**src/rtl/mhf_pkg.sv**
```systemverilog
package mhf_pkg;

    localparam logic [31:0] CRC_POLY   = 32'h04C1_1DB7;
    localparam logic [31:0] CRC_PRESET = 32'hFFFF_FFFF;

    // Folds one byte, least significant bit first, into a big-endian CRC-32.
    function automatic logic [31:0] crc_fold_byte(input logic [31:0] c, input logic [7:0] b);
        logic [31:0] r;
        logic        fb;
        r = c;
        for (int i = 0; i < 8; i++) begin
            fb = r[31] ^ b[i];
            r  = {r[30:0], 1'b0} ^ (fb ? CRC_POLY : 32'h0);
        end
        return r;
    endfunction

endpackage

```
**src/rtl/mhf_hash_table.sv**
```systemverilog
module mhf_hash_table #(
    parameter int WORD_W = 32,
    localparam int IDX_W = $clog2(2 * WORD_W)
) (
    input  logic              clk,
    input  logic              rst_n,
    input  logic              wr_en,
    input  logic [1:0]        wr_sel,
    input  logic [WORD_W-1:0] wr_data,
    input  logic              fill,
    input  logic              clear,
    input  logic [IDX_W-1:0]  look_idx,
    output logic              look_hit,
    output logic              mc_en
);
    localparam int NWORDS = 2;
    localparam int BIT_W  = IDX_W - 1;

    typedef struct packed {
        logic [NWORDS-1:0][WORD_W-1:0] words;
        logic                          en;
    } tbl_t;

    tbl_t st_q, st_d;

    always_comb begin
        st_d = st_q;
        if (fill) begin
            st_d.words = '1;
            st_d.en    = 1'b1;
        end else if (clear) begin
            st_d.words = '0;
        end
        if (wr_en) begin
            if (wr_sel[1]) begin
                st_d.en = wr_data[0];
            end else begin
                st_d.words[wr_sel[0]] = wr_data;
            end
        end
    end

    always_ff @(posedge clk) begin
        if (!rst_n) begin
            st_q <= '0;
        end else begin
            st_q <= st_d;
        end
    end

    logic [NWORDS-1:0] word_hit;
    for (genvar w = 0; w < NWORDS; w++) begin : g_word
        assign word_hit[w] = st_q.words[w][look_idx[BIT_W-1:0]];
    end

    assign look_hit = word_hit[look_idx[IDX_W-1]];
    assign mc_en    = st_q.en;

    assert_fill_ones_R8: assert property (@(posedge clk) disable iff (!rst_n)
        (fill && !wr_en) |=> (st_q.words == '1 && st_q.en));

    assert_clear_zero_R9: assert property (@(posedge clk) disable iff (!rst_n)
        (clear && !fill && !wr_en) |=> (st_q.words == '0));

endmodule

```
**src/rtl/mhf_addr_crc.sv**
```systemverilog
module mhf_addr_crc #(
    parameter int ADDR_BYTES = 6,
    localparam int CNT_W = $clog2(ADDR_BYTES + 1)
) (
    input  logic        clk,
    input  logic        rst_n,
    input  logic        rx_valid,
    input  logic        rx_sof,
    input  logic [7:0]  rx_byte,
    output logic        addr_done,
    output logic [31:0] crc_next,
    output logic        mcast_now
);
    import mhf_pkg::*;

    localparam logic [CNT_W-1:0] LAST = CNT_W'(ADDR_BYTES);

    typedef struct packed {
        logic [31:0]      crc;
        logic [CNT_W-1:0] cnt;
        logic             mcast;
    } cap_t;

    cap_t st_q, st_d;

    logic             take;
    logic [31:0]      crc_base;
    logic [CNT_W-1:0] cnt_base;

    always_comb begin
        st_d      = st_q;
        crc_base  = rx_sof ? CRC_PRESET : st_q.crc;
        cnt_base  = rx_sof ? '0 : st_q.cnt;
        take      = rx_valid && (rx_sof || (st_q.cnt != '0 && st_q.cnt < LAST));
        mcast_now = rx_sof ? rx_byte[0] : st_q.mcast;
        crc_next  = crc_fold_byte(crc_base, rx_byte);
        addr_done = take && (cnt_base + 1'b1 == LAST);
        if (take) begin
            st_d.crc   = crc_next;
            st_d.cnt   = cnt_base + 1'b1;
            st_d.mcast = mcast_now;
        end
    end

    always_ff @(posedge clk) begin
        if (!rst_n) begin
            st_q <= '0;
        end else begin
            st_q <= st_d;
        end
    end

    assert_count_bound_R10: assert property (@(posedge clk) disable iff (!rst_n)
        st_q.cnt <= LAST);

endmodule

```
**src/rtl/mhf_filter.sv**
```systemverilog
module mhf_filter #(
    parameter int WORD_W     = 32,
    parameter int ADDR_BYTES = 6,
    localparam int IDX_W = $clog2(2 * WORD_W)
) (
    input  logic              clk,
    input  logic              rst_n,
    input  logic              cfg_wr_en,
    input  logic [1:0]        cfg_sel,
    input  logic [WORD_W-1:0] cfg_wdata,
    input  logic              cfg_fill,
    input  logic              cfg_clear,
    input  logic              rx_valid,
    input  logic              rx_sof,
    input  logic [7:0]        rx_byte,
    output logic              dec_valid,
    output logic              dec_is_mcast,
    output logic              dec_accept,
    output logic [IDX_W-1:0]  dec_index
);
    typedef struct packed {
        logic             valid;
        logic             mcast;
        logic             accept;
        logic [IDX_W-1:0] index;
    } dec_t;

    dec_t dq_q, dq_d;

    logic             addr_done;
    logic [31:0]      crc_next;
    logic             mcast_now;
    logic [IDX_W-1:0] idx_now;
    logic             tbl_hit;
    logic             tbl_en;

    mhf_addr_crc #(.ADDR_BYTES(ADDR_BYTES)) u_crc (
        .clk       (clk),
        .rst_n     (rst_n),
        .rx_valid  (rx_valid),
        .rx_sof    (rx_sof),
        .rx_byte   (rx_byte),
        .addr_done (addr_done),
        .crc_next  (crc_next),
        .mcast_now (mcast_now)
    );

    assign idx_now = crc_next[31 -: IDX_W];

    mhf_hash_table #(.WORD_W(WORD_W)) u_tbl (
        .clk      (clk),
        .rst_n    (rst_n),
        .wr_en    (cfg_wr_en),
        .wr_sel   (cfg_sel),
        .wr_data  (cfg_wdata),
        .fill     (cfg_fill),
        .clear    (cfg_clear),
        .look_idx (idx_now),
        .look_hit (tbl_hit),
        .mc_en    (tbl_en)
    );

    always_comb begin
        dq_d       = dq_q;
        dq_d.valid = 1'b0;
        if (addr_done) begin
            dq_d.valid  = 1'b1;
            dq_d.mcast  = mcast_now;
            dq_d.index  = idx_now;
            dq_d.accept = mcast_now && tbl_en && tbl_hit;
        end
    end

    always_ff @(posedge clk) begin
        if (!rst_n) begin
            dq_q <= '0;
        end else begin
            dq_q <= dq_d;
        end
    end

    assign dec_valid    = dq_q.valid;
    assign dec_is_mcast = dq_q.mcast;
    assign dec_accept   = dq_q.accept;
    assign dec_index    = dq_q.index;

    assert_single_pulse_R5: assert property (@(posedge clk) disable iff (!rst_n)
        dec_valid |=> !dec_valid);

    assert_accept_mcast_R6: assert property (@(posedge clk) disable iff (!rst_n)
        dec_accept |-> dec_is_mcast);

    assert_reject_disabled_R7: assert property (@(posedge clk) disable iff (!rst_n)
        (dec_valid && dec_accept) |-> $past(tbl_en));

endmodule

```
**config.mk**
```make
export PLATFORM = sky130hd
export DESIGN_NAME = mhf_filter
export DESIGN_NICKNAME = d
export VERILOG_FILES = /design/src/rtl/mhf_pkg.sv /design/src/rtl/mhf_hash_table.sv /design/src/rtl/mhf_addr_crc.sv /design/src/rtl/mhf_filter.sv
export SDC_FILE = /design/constraint.sdc
export NUM_CORES = 1
export LEC_CHECK = 0
export ABC_AREA = 0
export BUFFER_PORTS_ARGS = -buffer_cell sky130_fd_sc_hd__buf_4
export CAP_MARGIN = 20
export CELL_PAD_IN_SITES_DETAIL_PLACEMENT = 0
export CELL_PAD_IN_SITES_GLOBAL_PLACEMENT = 2
export CORE_ASPECT_RATIO = 0.7
export CORE_MARGIN = 2
export CORE_UTILIZATION = 39
export DETAILED_ROUTE_END_ITERATION = 8
export GPL_TIMING_DRIVEN = 0
export PLACE_DENSITY_LB_ADDON = 0.1
export RECOVER_POWER = 100
export REMOVE_ABC_BUFFERS = 1
export SLEW_MARGIN = 40
export SYNTH_ARGS = -nofsm -noshare
export SYNTH_HDL_FRONTEND = slang
export SYNTH_SLANG_ARGS = --single-unit
```
**constraint.sdc**
```tcl
create_clock -name clk -period 5.55 [get_ports clk]
set_input_delay 1.11 -clock clk [delete_from_list [all_inputs] [get_ports clk]]
set_output_delay 1.11 -clock clk [all_outputs]
set_load 0.005 [all_outputs]
```
# Yosys cells after proc, flatten, opt, wreduce, memory -nomap -nowiden
# Index checks and enable logic that the tools add are counted.
[totals] out_inout_bits=9 inputBits=49 register_bits=110 wordCells=68
[op_classes] eq_ne=1 n_mux=27 n_reduce_logical=8 n_bitwise=16 n_lt_le_gt_ge=5 n_addsub=1
[op_table] cell="XOR 32 bit" count=8
[op_table] cell="2-to-1 mux 27 bit" count=8
[op_table] cell="2-to-1 mux 64 bit" count=3
[op_table] cell="2-to-1 mux 65 bit" count=1
[op_table] cell="bitwise mux 64 bit" count=1
[op_table] cell="2-to-1 mux 32 bit" count=2
[op_table] cell="demux 32 bit (select 1 bit)" count=1
[op_table] cell="binary-select mux 1 bit (select 5 bit)" count=2
[op_table] cell="2-to-1 mux 9 bit" count=1
[op_table] cell="XOR 1 bit" count=8
[op_table] cell="2-to-1 mux 1 bit" count=7
[op_table] cell="logical AND 1 bit" count=6
[op_table] cell="< comparator 5 x 6 -> 1 bit, second input constant" count=1
[op_table] cell="< comparator 1 x 2 -> 1 bit, second input constant" count=2
[op_table] cell="adder 3 x 1 -> 3 bit, second input constant" count=1
[op_table] cell="equality test 3 bit, second input constant" count=1
[op_table] cell="< comparator 3 bit, second input constant" count=1
[op_table] cell="2-to-1 mux 3 bit" count=1
[op_table] cell="nonzero test 3 bit" count=1
[op_table] cell="greater-or-equal comparator 1 bit, second input constant" count=1
[op_table] cell="logical OR 1 bit" count=1

# Logic depth before layout (Yosys ltp)
# Gate-level depths: netlist of run 1.
[logic_depth] ltp_word=31 depth_mapped=11 depth_no_buf=9

# Cells and area by module
# From an unflattened synthesis of run 1, not the netlist that was laid out.
[unflattened] cells_unflattened=673 hier_area_um2=6276.0
[by_module_without_submodules] mod="mhf_hash_table" n_inst=1 area_each_um2=3271.9 cells_per_inst=338 seq_area_each_um2=1301.2
[by_module_without_submodules] mod="mhf_addr_crc" n_inst=1 area_each_um2=2671.3 cells_per_inst=307 seq_area_each_um2=720.7
[by_module_without_submodules] mod="mhf_filter" n_inst=1 area_each_um2=332.8 cells_per_inst=28 seq_area_each_um2=180.2

# Worst setup path after synthesis of run 1
# Ideal clock, no wire load.
[synth_path] kind="input-to-reg" startpoint="in rx_sof" endpoint="reg dq_q, in the netlist dec_index[3]" setup_ns=0.115 arrival_time_ns=3.314 required_ns=5.435 stages=11 setup_slack_ns=2.122 n_path_buf=5 path_cell_list="buf_2 buf_2 buf_1 clkbuf_1 nor2b_1 ha_1 xnor2_1 and3_1 clkbuf_1 mux2i_1 and2_1"
[synth_between] elab_chain_len=11 word_cells_on_any_way=21 classes_between="add/sub (1); eq/ne (1); mux (5); bitwise (11); reduce/logical (3)"
[synth_rtl] element="start, declared" line="mhf_filter.sv:14" text="input logic rx_sof,"
[synth_rtl] element="2-to-1 mux 32 bit" line="mhf_addr_crc.sv:32" text="crc_base = rx_sof ? CRC_PRESET : st_q.crc;"
[synth_rtl] element="XOR 1 bit / XOR 32 bit (equally long branches)" line="mhf_pkg.sv:12, mhf_pkg.sv:13"
[synth_rtl] element="2-to-1 mux 27 bit, or another cell as far along" line="mhf_pkg.sv:13" text="r = {r[30:0], 1'b0} ^ (fb ? CRC_POLY : 32'h0);"
[synth_rtl] element="XOR 32 bit / 2-to-1 mux 27 bit (equally long branches)" line="mhf_pkg.sv:13"
[synth_rtl] element="XOR 32 bit" line="mhf_pkg.sv:13"
[synth_rtl] element="XOR 32 bit / XOR 1 bit (equally long branches)" line="mhf_pkg.sv:13, mhf_pkg.sv:12"
[synth_rtl] element="XOR 32 bit / 2-to-1 mux 27 bit (equally long branches)" line="mhf_pkg.sv:13"
[synth_rtl] element="XOR 32 bit (4 in series)" line="mhf_pkg.sv:13"
[synth_rtl] element="end signal, assigned" line="mhf_filter.sv:78" text="dq_q <= dq_d;"
[synth_rtl] element="end, declared" line="mhf_filter.sv:28" text="dec_t dq_q, dq_d;"
# Several ways; a longest one is shown, not always the timed one.
# A chain may end at the register's enable or synchronous reset.

# Final worst setup path of run 1
[layout_path] startpoint="in rx_sof" endpoint="reg dq_q, in the netlist dec_accept"
[layout_between] elab_chain_len=18 word_cells_on_any_way=40 classes_between="add/sub (1); eq/ne (1); mux (17); bitwise (16); reduce/logical (5)"
[layout_rtl] element="2-to-1 mux 32 bit" line="mhf_addr_crc.sv:32"
[layout_rtl] element="XOR 32 bit / XOR 1 bit (equally long branches)" line="mhf_pkg.sv:13, mhf_pkg.sv:12"
[layout_rtl] element="XOR 1 bit / 2-to-1 mux 27 bit (equally long branches)" line="mhf_pkg.sv:12, mhf_pkg.sv:13"
[layout_rtl] element="2-to-1 mux 27 bit / XOR 32 bit (equally long branches)" line="mhf_pkg.sv:13"
[layout_rtl] element="XOR 32 bit (5 in series)" line="mhf_pkg.sv:13"
[layout_rtl] element="XOR 32 bit / XOR 1 bit (equally long branches)" line="mhf_pkg.sv:13, mhf_pkg.sv:12"
[layout_rtl] element="XOR 1 bit / 2-to-1 mux 27 bit (equally long branches)" line="mhf_pkg.sv:12, mhf_pkg.sv:13"
[layout_rtl] element="2-to-1 mux 27 bit / XOR 32 bit (equally long branches)" line="mhf_pkg.sv:13"
[layout_rtl] element="XOR 32 bit" line="mhf_pkg.sv:13"
[layout_rtl] element="binary-select mux 1 bit (select 5 bit)" line="mhf_hash_table.sv:53" text="assign word_hit[w] = st_q.words[w][look_idx[BIT_W-1:0]];"
[layout_rtl] element="2-to-1 mux 1 bit (implied by the code)" line="mhf_hash_table.sv:53"
[layout_rtl] element="2-to-1 mux 1 bit (implied by the code) (2 in series)" line="mhf_hash_table.sv:56" text="assign look_hit = word_hit[look_idx[IDX_W-1]];"
[layout_rtl] element="logical AND 1 bit" line="mhf_filter.sv:70" text="dq_d.accept = mcast_now && tbl_en && tbl_hit;"
# Several ways; a longest one is shown, not always the timed one. The select of a mux whose other input is x is not followed.

==> results of run 1 <==
-- worst max-delay path, delay by kind of cell --
kind | cells | cell delay [ps]
XOR/XNOR | 2 | 1490
buffers and inverters | 1 | 430
AO/OA/AOI/OAI | 4 | 880
AND/OR/NAND/NOR | 2 | 500
-- cells by family (layout without fill, tap and decap cells) --
kind of cell	count (synthesis)	count (layout)	synth area share, %
AOI/OAI and AO/OA	211	211	25.7
and+or+nand+nor	203	203	14.1
DFF	110	110	35.4
xor gates and xnor gates	97	97	14.0
buffers and inverters	70	83	4.76
muxes	35	35	5.71
adders and majority gates	2	2	0.402
-- worst max path at each step --
stage               start                 endpoint  slack [ps]  cells past startpoint
3_3_place_gp       rx_sof  dec_accept$_SDFFE_PN0P_        1150                      8
5_1_grt            rx_sof  dec_accept$_SDFFE_PN0P_        1030                      9
6_report           rx_sof  dec_accept$_SDFFE_PN0P_        1320                      9
4_1_cts            rx_sof  dec_accept$_SDFFE_PN0P_        1710                      9
2_1_floorplan  rx_byte[6]  dec_accept$_SDFFE_PN0P_        2280                      8
3_5_place_dp       rx_sof  dec_accept$_SDFFE_PN0P_        1350                      9
-- synthesized netlist by cell type (8+ instances only) --
master | count | share of area (%)
mux2i_1 | 31 | 5.0
dfxtp_1 | 110 | 35
nor2_1 | 42 | 2.5
a21oi_1 | 66 | 5.3
xnor2_1 | 71 | 10
o21ai_0 | 23 | 1.8
nand2_1 | 116 | 7.0
clkbuf_1 | 45 | 2.7
nand3_1 | 8 | 0.64
and2_1 | 19 | 1.9
xor2_1 | 24 | 3.4
buf_2 | 9 | 0.72
o211a_1 | 82 | 13
-- metrics by stage --
stage / area, sq um / util, % / setup slack, ps / cells
finish: 6990 / 44.9 / 1320 / 941
global route: 6990 / 44.9 / 1030 / 941
CTS: 7020 / 45.2 / 1710 / 941
detailed placement: 6730 / 43.3 / 1350 / 925
global placement: 6630 / 42.6 / 1150 / 920
floorplan: 5950 / - / 2280 / 663
-- per-layer routing --
layer	track usage, %	routed length [microns]	vias up
met5	0	0	-
met4	3.70	111	0
met3	3.51	666	12
met2	27.9	6630	106
met1	30.0	8790	2400
li1	-	-	2535
-- sequential cells by signal (all words and copies together) (netlist names) --
signal        flops
dec_accept        1
dec_index         6
dec_is_mcast      1
dec_valid         1
u_crc.st_q       36
u_tbl.mc_en       1
u_tbl.st_q       64
-- report_power, final --
| group | total, W | switching (W) | internal, W | leakage [nW] |
|---|---|---|---|---|
| clock | 0.000662 | 0.000308 | 0.000353 | 0.139 |
| sequential | 0.000926 | 0.0000583 | 0.000868 | 0.913 |
| combinational | 0.000921 | 0.000520 | 0.000400 | 2.22 |
-- layout make-up --
cell class,count,area [sq um]
Clock buffer,10,229
Clock inverter,6,67.6
Tap cell,200,250
Sequential cell,110,2200
Fill cell,1529,8560
Multi-Input combinational cell,548,3750
Timing Repair Buffer,62,465
Inverter,5,21.3
==> metrics.txt, run 1 <==
Post-synth top flop=dfxtp_1; share of layout cells above drive strength 1=12.0%; r2r endpoint=dec_accept$_SDFFE_PN0P_; CP max-delay cell=xnor2_1; clock sink count=110; initial antenna violation count=0; TritonCTS clock tree=yes; FF+latch count, synth=110; starting density of the core=40.1%; Port Buf Inserts=57; Setup-failing EPs final=0; number of diodes=0; Hold Crit Start=u_crc.st_q[0]$_SDFFE_PN0P_; Hold Crit Class=reg2reg; DR vias=5,053; core area=15,500 sq um; Crit Path Max Fanout=50; gr usage total=19.4%; final setup skew=10.8 ps; vias in the first global route=4,790; Syn Inst Count=728; cts repair resizes=0; leading cell type in the layout, fill and taps excluded=nand2_1; H-tree Lvls=3; GRT Residual Overflow=0; startpoint types=primary input; drt wl/cell=17.2 microns; setup tns final=0 ps; Avg Cell Area, Syn=8.55 sq um; Post-Route WL=16,200 microns; Period Utilization, post-route=76.2%; Pwr Total=0.00251 W; FMAX=236 MHz; Yosys warnings=0; CP cell instances=buf_4 > nor2_1 > xnor2_1 > xnor2_1 > nor2_1 > a22oi_1 > a211o_1 > a31oi_1 > o32ai_1; Skew-Pair Late Insertion Delay=350 ps; Post-synth EDFFs=0; die span in x=155 microns; Routability Congestion=0.752; first-pass GRT wire length=25,900 microns; FP Rows=38; cell leakage power=3.27 nW; worst r2r src=u_crc.st_q[29]$_SDFFE_PN0P_; max-cap violations=1; Final ANT Viol Nets=0; Synth Cell Area=6230 sq um; status=finished, violations left; DP Wirelength=10,600 microns; root buffer cell=clkbuf_16; max-slew violation count=66; P&R area growth vs syn=12.2%; Arr. time, crit path=4440 ps; crit-path max cell delay=860 ps; failing checks=max-capacitance violations, max-slew violations; reg2reg path depth=9; Max-slew headroom=-101%; drt pass-1 iters=4; CP Class=in2reg; Post-CTS Setup Bufs=0; DR iter-0 viols=405; largest net degree at the start of global routing=111; die span in y=110 microns; Final Hold Fails=0; CTS Buffer Depth=2; FFs w/ async S/R, synth=0%; Worst EP required=5760 ps; hold_ws=475 ps; CP endpoint kind=register; register area share after synthesis=35.4%; register-to-register setup slack=2040 ps; Reg clk slew, reported paths=80 ps; hold endpoint=u_crc.st_q[0]$_SDFFE_PN0P_; min Tclk post-route=4230 ps; nets=787; TritonCTS buffer count=9; DIE AREA=17,000 sq um; PD cells=359 nW/um^2; Ports=58; Unique masters post-synth=48; DR vias/cell=5.37; Worst Hold Depth=2; Max VDD drop=0.150 mV; Post-route DRC=0; RSZ-0062 raised after global routing=false; most frequent cells in the layout=116 x nand2_1, 110 x dfxtp_1, 82 x o211a_1, 71 x xnor2_1, 66 x a21oi_1; post-cts hold buffer count=0; Worst-Margin Slew=3020 ps
Note: power is estimated with default switching activity, not from simulation.
==> inputs of run 2 (changes only) <==
- ABC_AREA: 0 -> 1
- CORE_UTILIZATION: 39 -> 31
- clock period: 5.55 -> 3.4 ns (I/O delays scaled with it)
==> metrics.txt, run 2 <==
DR vias/cell=5.12; Max VDD drop=0.233 mV; GRT Residual Overflow=0; Crit Path Max Fanout=39; Post-synth top flop=dfxtp_1; P&R area growth vs syn=13.7%; leading cell type in the layout, fill and taps excluded=a21oi_1; Hold Crit Start=dec_accept$_SDFFE_PN0P_; DP Wirelength=10,900 microns; Setup-failing EPs final=0; Post-Route WL=17,900 microns; Syn Inst Count=783; Ports=58; Port Buf Inserts=57; number of diodes=0; failing checks=max-capacitance violations, max-slew violations; Arr. time, crit path=3410 ps; worst r2r src=u_crc.st_q[35]$_SDFFE_PN0P_; die span in x=168 microns; Pwr Total=0.00395 W; Final Hold Fails=0; Final ANT Viol Nets=0; Max-slew headroom=-22.1%; FMAX=313 MHz; Skew-Pair Late Insertion Delay=350 ps; Worst EP required=3610 ps; RSZ-0062 raised after global routing=false; drt pass-1 iters=5; Hold Crit Class=reg2reg; CP Class=in2reg; Area contributors post-synth=dfxtp_1 38%, a21oi_1 14%, o21ai_0 8.7%; FP Rows=42; first-pass GRT wire length=28,000 microns; FF+latch count, synth=110; max-slew violation count=100; clock sink count=110; FFs w/ async S/R, synth=0%; register area share after synthesis=37.5%; count leader, synth=a21oi_1; vias in the first global route=5,084; Unique masters post-synth=40; largest register by flop count=u_tbl.st_q; Avg Cell Area, Syn=7.49 sq um; DR vias=5,335; top cells by instance count after synthesis=160 x a21oi_1, 110 x dfxtp_1, 102 x o21ai_0; top-area cell type share of the netlist area=37.5%; Synth Cell Area=5870 sq um; TritonCTS buffer count=9; Yosys warnings=0; CP endpoint kind=register; Post-route DRC=0; H-tree Lvls=3; Design Area, Final=6670 sq um; Routability Congestion=0.767; Post-synth EDFFs=0; core area=18,700 sq um; cell leakage power=2.74 nW; min Tclk post-route=3200 ps; status=finished, violations left; Reg clk slew, reported paths=70 ps; final setup skew=4.99 ps; Filler cells=1,998; DIE AREA=20,100 sq um; most frequent cells in the layout=161 x a21oi_1, 110 x dfxtp_1, 102 x o21ai_0, 89 x nand3_1, 70 x nand2_1; startpoint types=primary input; share of layout cells above drive strength 1=14.0%; root buffer cell=clkbuf_16; Period Utilization, post-route=94.0%; largest net degree at the start of global routing=100; Final Util=35.7%; Worst-Margin Slew=1830 ps; max reg flops=64; starting density of the core=31.4%; post-cts hold buffer count=0; crit path from=rx_sof; DR iter-0 viols=297; die span in y=119 microns; PD cells=592 nW/um^2; dominant cell type by area after synthesis=dfxtp_1; nets=846; Placed Area=6380 sq um; TritonCTS clock tree=yes; CTS Buffer Depth=2; hold_ws=486 ps; drt wl/cell=17.2 microns; max-cap violations=1; gr usage total=17.9%; setup tns final=0 ps; initial antenna violation count=0
-- run 2: worst max-delay path, cell delays in order --
cell and delay [ps]:
buf_6 310, inv_1 270, nand3_2 170, nand2_4 120, xnor2_2 310, xor2_4 460
inv_1 300, nand3_1 170, nand3_1 150, nand3_1 190, nand3_2 80, nand3_2 90
a21oi_1 60
-- run 2: area by class of cell --
cell class              instances  area, sq um  share of cell area (%)
clock inverters                 5         75.1                    1.12
inverters                      45          175                    2.62
flip-flops and latches        110         2200                    33.0
well taps                     242          303                    4.54
multi-input cells             571         3260                    48.8
clock buffers                  10          229                    3.43
repair buffers                 58          432                    6.47
-- run 2: report_power, final --
group | total (W) | internal [W] | switching (W) | leakage, nW
Sequential | 0.00147 | 0.00141 | 0.0000645 | 0.914
Clock | 0.00113 | 0.000640 | 0.000492 | 0.152
Combinational | 0.00135 | 0.000461 | 0.000888 | 1.68
Total | 0.00395 | 0.00251 | 0.00144 | 2.74
-- run 2: through the flow --
step	setup slack [ps]	cells
after floorplan	819	725
after global placement	-1010	1024
after detailed placement	-649	1025
after CTS	53.8	1040
after global routing	52.9	1041
final	203	1041
-- run 2: cells by family (layout without fill, tap and decap cells) --
kind of cell	Yosys count	count (layout)	synth area share, %
compound gates	277	277	24.4
simple gates	227	228	19.0
flops	110	110	37.5
buf+inv	103	118	7.48
xor+xnor	64	64	11.1
fa+ha+maj	2	2	0.426
-- run 2: per-layer routing --
layer	routed length [microns]	share of wire, %	vias to the layer above	global-route usage [%]
li1	-	-	2690	-
met1	9540	53	2522	26.4
met2	7460	42	111	26.9
met3	688	3.9	12	3.59
met4	167	0.94	0	3.88
met5	0	0	-	0
-- run 2: path summary, 6_finish.rpt --
path / cells past startpoint / slack [ps] / to
setup reg to reg: 10 / 520 / dec_accept$_SDFFE_PN0P_
hold reg to reg: 2 / 490 / dec_accept$_SDFFE_PN0P_
hold / removal: 2 / 490 / dec_accept$_SDFFE_PN0P_
setup / recovery: 13 / 200 / dec_accept$_SDFFE_PN0P_
-- run 2: timing repair --
| action | 4_1_cts | 5_1_grt |
|---|---|---|
| setup endpoints to repair | 1 | 1 |
| pin swaps | 0 | 1 |
| cloned | 0 | 1 |
| gates resized for setup | 3 | 1 |
| setup buffers | 0 | 0 |
==> inputs of run 3 (changes only) <==
- CELL_PAD_IN_SITES_DETAIL_PLACEMENT: 0 -> unset
- CELL_PAD_IN_SITES_GLOBAL_PLACEMENT: 2 -> unset
- CORE_UTILIZATION: 31 -> 53
- PLACE_DENSITY: unset -> 0.76
- PLACE_DENSITY_LB_ADDON: 0.1 -> unset
==> metrics.txt, run 3 (synthesized netlist as in run 2, its figures left out) <==
top routing layer in use=met4; worst r2r src=u_crc.st_q[32]$_SDFFE_PN0P_; initial antenna violation count=0; cell count after placement=936; status=finished, violations left; DR vias=5,495; post-cts hold buffer count=0; drt pass-1 iters=5; most frequent cells in the layout=160 x a21oi_1, 110 x dfxtp_1, 102 x o21ai_0, 89 x nand3_1, 70 x nand2_1; final setup skew=7.76 ps; FMAX=322 MHz; max-cap violations=1; gr usage total=25.0%; Post-route DRC=0; register-to-register setup slack=690 ps; Clock power frac=26.6%; Worst EP required=3690 ps; DR vias/cell=5.77; cts repair resizes=0; root buffer cell=clkbuf_16; leading cell type in the layout, fill and taps excluded=a21oi_1; Period Utilization, post-route=91.4%; Port Buf Inserts=57; largest register by flop count=u_tbl.st_q; clock sink count=110; TritonCTS clock tree=yes; die span in x=130 microns; first-pass GRT wire length=24,000 microns; Worst-Margin Slew=1570 ps; DP Worst Slack=-306 ps; Reg clk slew, reported paths=70 ps; Pwr Total=0.00375 W; fin worst setup slack=292 ps; hold_ws=501 ps; H-tree Lvls=3; cell leakage power=2.72 nW; drt wl/cell=15.2 microns; DR iter-0 viols=655; CP Class=in2reg; Critical Path Sink=dec_accept$_SDFFE_PN0P_; starting density of the core=53.9%; NetSw=0.00137 W; largest net degree at the start of global routing=100; startpoint types=primary input; TritonCTS buffer count=9; Metal-1 WL=6520 microns; met2 wire len=6600 microns; Layout Cells excl Fill=952; Final Hold Fails=0; Post-Route WL=14,500 microns; CP endpoint kind=register; reg2reg path depth=17; switching part of the total=36.6%; Reg power frac=39.3%; GRT Residual Overflow=0; r2r endpoint=dec_accept$_SDFFE_PN0P_; Post-CTS Setup Bufs=0; setup tns final=0 ps; P_int=0.00238 W; DP Wirelength=9240 microns; Detail Route met3 WL=1070 microns; Setup-failing EPs final=0; max reg flops=64; min Tclk post-route=3110 ps; Max-slew headroom=-4.94%; nets=845; Arr. time, crit path=3390 ps; Final ANT Viol Nets=0; PD cells=575 nW/um^2; Max VDD drop=0.310 mV; failing checks=max-capacitance violations, max-slew violations; Crit Path Max Fanout=39; core area=10,900 sq um; Hold Crit Class=reg2reg; FP Rows=32; Routability Congestion=0.865; max-slew violation count=57; DIE AREA=11,900 sq um; share of layout cells above drive strength 1=14.0%; Ports=58; Filler cells=993; die span in y=92.0 microns; vias in the first global route=4,920; Comb power frac=34.1%; P&R area growth vs syn=11.1%; number of diodes=0; Skew-Pair Late Insertion Delay=350 ps; crit path from=rx_sof; RSZ-0062 raised after global routing=false; CTS Buffer Depth=2
[run 3: cell type report]
cell class                 count  area, sq um  area share, %
clock buffer                  10          239           3.67
sequential                   110         2200           33.8
multi-input combinational    570         3240           49.7
inverter                      45          175           2.69
tap                          153          191           2.94
clock inverter                 6         36.3          0.557
timing repair buffer          58          434           6.66
[run 3: critical path, cell delays in order]
cell and delay, ps:
buf_4 410, nor2_1 80, nand2_1 120, nand2_2 200
nand2_2 130, nand2_1 50, nand2_1 110, nand2_1 100
nand2_4 290, nand2_8 230, inv_2 180, nand2_1 70
nand3_1 90, nand3_1 110, nand3_1 100, nand3_1 80
nand3_1 120, nand3_2 70, a21oi_2 100
[run 3: through the flow]
step	area (sq um)	util (%)
5_1_grt	6520	59.9
3_5_place_dp	6260	57.4
2_1_floorplan	5600	-
6_report	6520	59.9
4_1_cts	6530	60.0
3_3_place_gp	6220	57.1
[run 3: power by group through the flow]
stage / Combinational (W) / Sequential (W) / Clock (W)
final: 0.00128 / 0.00147 / 0.000999
after global routing: 0.00142 / 0.00149 / 0.00105
after CTS: 0.00125 / 0.00147 / 0.00101
after detailed placement: 0.00124 / 0.00150 / 0
after global placement: 0.00121 / 0.00149 / 0
after floorplan: 0.000915 / 0.00149 / 0
[run 3: how the worst min path moves through the flow]
| stage | startpoint | endpoint | slack [ps] | depth (start not counted) |
|---|---|---|---|---|
| 3_3_place_gp | dec_is_mcast$_SDFFE_PN0P_ | dec_is_mcast$_SDFFE_PN0P_ | 480 | 2 |
| 3_5_place_dp | dec_is_mcast$_SDFFE_PN0P_ | dec_is_mcast$_SDFFE_PN0P_ | 490 | 2 |
| 6_report | u_tbl.mc_en$_SDFF_PN0_ | u_tbl.mc_en$_SDFF_PN0_ | 500 | 2 |
| 4_1_cts | dec_is_mcast$_SDFFE_PN0P_ | dec_is_mcast$_SDFFE_PN0P_ | 500 | 2 |
| 5_1_grt | dec_accept$_SDFFE_PN0P_ | dec_accept$_SDFFE_PN0P_ | 520 | 2 |
| 2_1_floorplan | u_tbl.mc_en$_SDFF_PN0_ | u_tbl.mc_en$_SDFF_PN0_ | 450 | 2 |
[run 3: routing by layer]
layer  vias to the layer above  GRT usage, %
met5                         -             0
met3                        27          4.55
li1                       2686             -
met1                      2576          35.9
met4                         0          7.08
met2                       206          38.4
